--- config.mk ---
export PLATFORM = sky130hd
export DESIGN_NAME = event_status_reg
export DESIGN_NICKNAME = d
export VERILOG_FILES = /design/src/rtl/esr_pkg.sv /design/src/rtl/esr_event_bank.sv /design/src/rtl/esr_ctrl_reg.sv /design/src/rtl/esr_irq_merge.sv /design/src/rtl/event_status_reg.sv
export SDC_FILE = /design/constraint.sdc
export NUM_CORES = 1
export LEC_CHECK = 0
export BUFFER_PORTS_ARGS = -buffer_cell sky130_fd_sc_hd__buf_2
export CORE_MARGIN = 1.5
export CORE_UTILIZATION = 48
export CTS_CLUSTER_DIAMETER = 120
export CTS_CLUSTER_SIZE = 12
export DETAILED_ROUTE_END_ITERATION = 10
export MAX_ROUTING_LAYER = met4
export PLACE_DENSITY = 0.88
export SYNTH_ARGS = -nofsm -noshare
export SYNTH_HDL_FRONTEND = slang
export SYNTH_SLANG_ARGS = --single-unit
--- constraint.sdc ---
create_clock -name clk -period 2 [get_ports clk]
set_input_delay 0.4 -clock clk [delete_from_list [all_inputs] [get_ports clk]]
set_output_delay 0.4 -clock clk [all_outputs]
set_load 0.02 [all_outputs]
--- src/rtl/esr_pkg.sv ---
package esr_pkg;
   localparam int NUM_EVT = 3;
   // sticky vector order, also the order of status bits 5:3
   localparam int EV_LOST = 2;
   localparam int EV_SCAN = 1;
   localparam int EV_LVL  = 0;

   typedef struct packed {
      logic [1:0] pacer;
      logic       expand;
      logic       scan_ie;
      logic       lvl_ie;
      logic       trig_cont;
      logic       trig_ext;
      logic       trig_fall;
   } ctrl_t;
endpackage

--- src/rtl/esr_event_bank.sv ---
module esr_event_bank #(
   parameter int N = 3
) (
   input  logic         clk,
   input  logic         rst_n,
   input  logic         clr,
   input  logic [N-1:0] pulse,
   output logic [N-1:0] pend
);
   for (genvar i = 0; i < N; i++) begin : g_bit
      always_ff @(posedge clk or negedge rst_n) begin
         if (!rst_n)
            pend[i] <= 1'b0;
         else if (pulse[i])
            pend[i] <= 1'b1;
         else if (clr)
            pend[i] <= 1'b0;
      end
   end
endmodule

--- src/rtl/esr_ctrl_reg.sv ---
module esr_ctrl_reg #(
   parameter int W = 8
) (
   input  logic         clk,
   input  logic         rst_n,
   input  logic         wr,
   input  logic [W-1:0] wdata,
   output logic [W-1:0] q
);
   always_ff @(posedge clk or negedge rst_n) begin
      if (!rst_n)
         q <= '0;
      else if (wr)
         q <= wdata;
   end
endmodule

--- src/rtl/esr_irq_merge.sv ---
module esr_irq_merge
   import esr_pkg::*;
(
   input  logic [NUM_EVT-1:0] pend,
   input  logic               scan_ie,
   input  logic               lvl_ie,
   output logic               irq
);
   logic [NUM_EVT-1:0] mask;
   always_comb begin
      mask          = '0;
      mask[EV_SCAN] = scan_ie;
      mask[EV_LVL]  = lvl_ie;
      mask[EV_LOST] = scan_ie | lvl_ie;
      irq           = |(pend & mask);
   end
endmodule

--- src/rtl/event_status_reg.sv ---
module event_status_reg
   import esr_pkg::*;
#(
   parameter int BUS_W       = 8,
   parameter bit READBACK_FF = 1'b1
) (
   input  logic             clk,
   input  logic             rst_n,
   input  logic             host_rd,
   input  logic             host_wr,
   input  logic [BUS_W-1:0] host_wdata,
   output logic [BUS_W-1:0] host_rdata,
   input  logic             conv_idle,
   input  logic             conv_running,
   input  logic             buf_full,
   input  logic             buf_near_full,
   input  logic             buf_empty,
   input  logic             ev_overrun,
   input  logic             ev_scan_end,
   input  logic             ev_buf_level,
   output logic             irq,
   output logic [1:0]       pacer_sel,
   output logic             expand_en,
   output logic             trig_continuous,
   output logic             trig_external,
   output logic             trig_falling
);
   localparam int CTRL_W = $bits(ctrl_t);

   if (BUS_W != CTRL_W) begin : g_bad_width
      $error("event_status_reg: BUS_W must equal control width");
   end

   logic [NUM_EVT-1:0] ev_vec;
   logic [NUM_EVT-1:0] sticky_q;
   logic [BUS_W-1:0]   ctrl_raw;
   ctrl_t              ctrl;
   logic [BUS_W-1:0]   status_now;

   assign ev_vec[EV_LOST] = ev_overrun;
   assign ev_vec[EV_SCAN] = ev_scan_end;
   assign ev_vec[EV_LVL]  = ev_buf_level;

   esr_event_bank #(.N(NUM_EVT)) u_events (
      .clk   (clk),
      .rst_n (rst_n),
      .clr   (host_rd),
      .pulse (ev_vec),
      .pend  (sticky_q)
   );

   esr_ctrl_reg #(.W(BUS_W)) u_ctrl (
      .clk   (clk),
      .rst_n (rst_n),
      .wr    (host_wr),
      .wdata (host_wdata),
      .q     (ctrl_raw)
   );

   assign ctrl = ctrl_t'(ctrl_raw);

   esr_irq_merge u_irq (
      .pend    (sticky_q),
      .scan_ie (ctrl.scan_ie),
      .lvl_ie  (ctrl.lvl_ie),
      .irq     (irq)
   );

   assign status_now = {conv_idle, conv_running, sticky_q,
                        buf_full, buf_near_full, buf_empty};

   if (READBACK_FF) begin : g_rd_ff
      always_ff @(posedge clk or negedge rst_n) begin
         if (!rst_n)
            host_rdata <= '0;
         else if (host_rd)
            host_rdata <= status_now;
      end
   end else begin : g_rd_comb
      assign host_rdata = status_now;
   end

   assign pacer_sel       = ctrl.pacer;
   assign expand_en       = ctrl.expand;
   assign trig_continuous = ctrl.trig_cont;
   assign trig_external   = ctrl.trig_ext;
   assign trig_falling    = ctrl.trig_fall;
endmodule

==> impl_results.md <==
* Fmax at 0.6563 GHz
* Worst vdd ir at 453.7 µV
* Worst path slowest cell: dfrtp_1
* Crit path buf inv count at 1
* Routed Antenna Nets at 0
* CP arrival at 1.12 ns
* IO Pins at 35
* Cell breakdown of the critical path: o21ai_0 -> nand2_1 -> buf_2
* Skew final at 0.0001882 ns
* Yosys top cell area share at 0.6109
* Vias in the first global route at 505
* Post-synth top cells: 19 x dfrtp_1, 16 x mux2_4, 3 x a21o_1
* Number of synthesized flops with an enable pin at 0
* Initial Utilization at 0.5166
* CTS resizes at 0
* Largest net degree at the start of global routing at 20
* Synth unique cells at 7
* CTS root buffer: clkbuf_4
* Synth area leaders: dfrtp_1 61%, mux2_4 31%, a21o_1 2.9%, buf_6 2.9%, o21ai_0 1.3%
* CP startpoint: u_events.pend[2]
* Clock tree buffer depth at 2
* Cell family with most CP delay: flip-flops
* Startpoint types: register
* First-pass GRT wire length at 2.194 mm
* Status: complete, no violations
* Met2 wire length at 617 µm
* First drt pass iteration count at 2
* RSZ-0062 raised after global routing: no
* Initial DRC Count at 1
* Top Metal Used: met4
* Min-Delay Path Class: in2async
* Share of layout cells above drive strength 1 at 0.6875
* Final HPWL DP at 986.5 µm
* Core Rows at 14
* Fin. Hold Viols at 0
* Residual DRC at 0
* CTS tree: built
* Average cell area after synthesis at 17.69 µm²
* Total GRT Usage at 0.1714
* PD cells at 822.6 nW/µm²
* Routability cong. at 0.6811
* Slew at the pin with the worst max-slew slack at 0.4023 ns
* CTS buffer count at 3
* Minimum hold slack at 0.01637 ns
* Area leader, netlist: dfrtp_1
* Period utilization at 0.7619
* Final setup violation count at 0
* Yosys reg bits at 19
* CP Max Fanout at 4
* Max Slew Vio Count at 0
* Crit-path max cell delay at 0.42 ns
* Setup TNS at 0 ns
* Initial antenna violation count at 0
* CP required at 1.60 ns
* Post-cts hold buffer count at 0
* Vias per inst at 5.115
* R2r startpoint: host_rdata[7]
* YS warnings at 0
* Area of the mapped netlist at 778.2 µm²
* Syn Nets at 64
* Mapped Cells at 44
* Die Span Y at 43.27 µm
* Postcts setup bufs at 0
* Worst skew pair latency at 0.29 ns
* Final WL at 1.295 mm
* Most common flop cell mapped by yosys: dfrtp_1
* Fillers at 132
* Register area share after synthesis at 0.6109
* Htree depth at 1
* Relative slew slack at 0.7318
* Die area at 1872 µm²
* Sinks on Clock Net at 19
* # port buffers at 34
* Area growth from synthesis to layout at 25.08%
* Core area at 1506 µm²
* Met1 WL at 545 µm
* Via count at 491
* Final core utilization at 0.6462
* CP Class: reg2out
* Count leader, synth: dfrtp_1
* Final #Nets at 101
* Static Leakage at 0.5229 nW
* Reg clk slew, reported paths at 0.10 ns
* Asr flop ratio synth at 1.000
* Met3 wire length at 112 µm
* Minimum clock period at 1.524 ns
* Antenna cells at 0
* Die X at 43.27 µm
* Drt wl/cell at 13.49 µm
* Critical path endpoint category: output pin
* MaxCap Viol Count at 0
* Global route overflow at 0
through the flow:
stage	cell area (µm²)	power, mW	worst slack (ns)	instances
floorplan	778.2	0.5594	0.9259	44
global placement	945.9	0.6168	0.8492	92
detailed placement	945.9	0.6229	0.7973	92
CTS	973.4	0.8095	0.4667	96
global route	973.4	0.8486	0.3712	96
finish	973.4	0.8007	0.4762	96
cell usage in the layout, fill, tap and decap left out, drive strengths merged:
cell / count
inv: 1
nand2: 1
a21o: 3
clkbuf: 3
mux2: 16
buf: 34
clkinv: 1
dfrtp: 19
o21ai: 2
power by group:
group          switching [mW]  leakage [nW]  internal, mW
clock network           0.113        0.0177        0.0744
logic                  0.0846         0.288        0.0870
registers              0.0205         0.217         0.421
total                   0.218         0.523         0.582
state kept, by name, indices dropped and copies added (netlist names):
register and count:
u_events.pend 3, u_ctrl.q 8, host_rdata 8
metal layers:
| layer | up-vias | GRT usage |
|---|---|---|
| met5 | - | - |
| met4 | 0 | 0.07273 |
| met3 | 4 | 0.04255 |
| met2 | 32 | 0.2806 |
| met1 | 232 | 0.1994 |
| li1 | 223 | - |
logic make-up (layout without fill, tap and decap cells):
group	count (synthesis)	count (layout)	share of synthesized area
multiplexers	16	16	0.3087
AO/OA/AOI/OAI	5	5	0.04180
AND/OR/NAND/NOR	1	1	0.004819
buffers and inverters	3	39	0.03376
flip-flops	19	19	0.6109
layout make-up:
cell class / count / area (µm²) / area share
flip-flops and latches: 19 / 475.5 / 0.4884
multi-input cells: 22 / 276.5 / 0.2841
clock inverters: 1 / 5.005 / 0.005141
clock buffers: 3 / 22.52 / 0.02314
inverters: 1 / 3.754 / 0.003856
well taps: 16 / 20.02 / 0.02057
repair buffers: 34 / 170.2 / 0.1748
path summary, 6_finish.rpt:
path / slack, ns / cells past startpoint / to
worst max-delay path: 0.48 / 3 / irq
worst min-delay path: 0.02 / 1 / host_rdata[5]
worst max register to register: 1.21 / 1 / host_rdata[7]
worst min register to register: 0.51 / 1 / u_events.pend[1]
max in group asynchronous: 1.70 / 1 / u_ctrl.q[4]
min in group clk: 0.29 / 2 / u_events.pend[2]
Power figures use the tool's default switching activity.
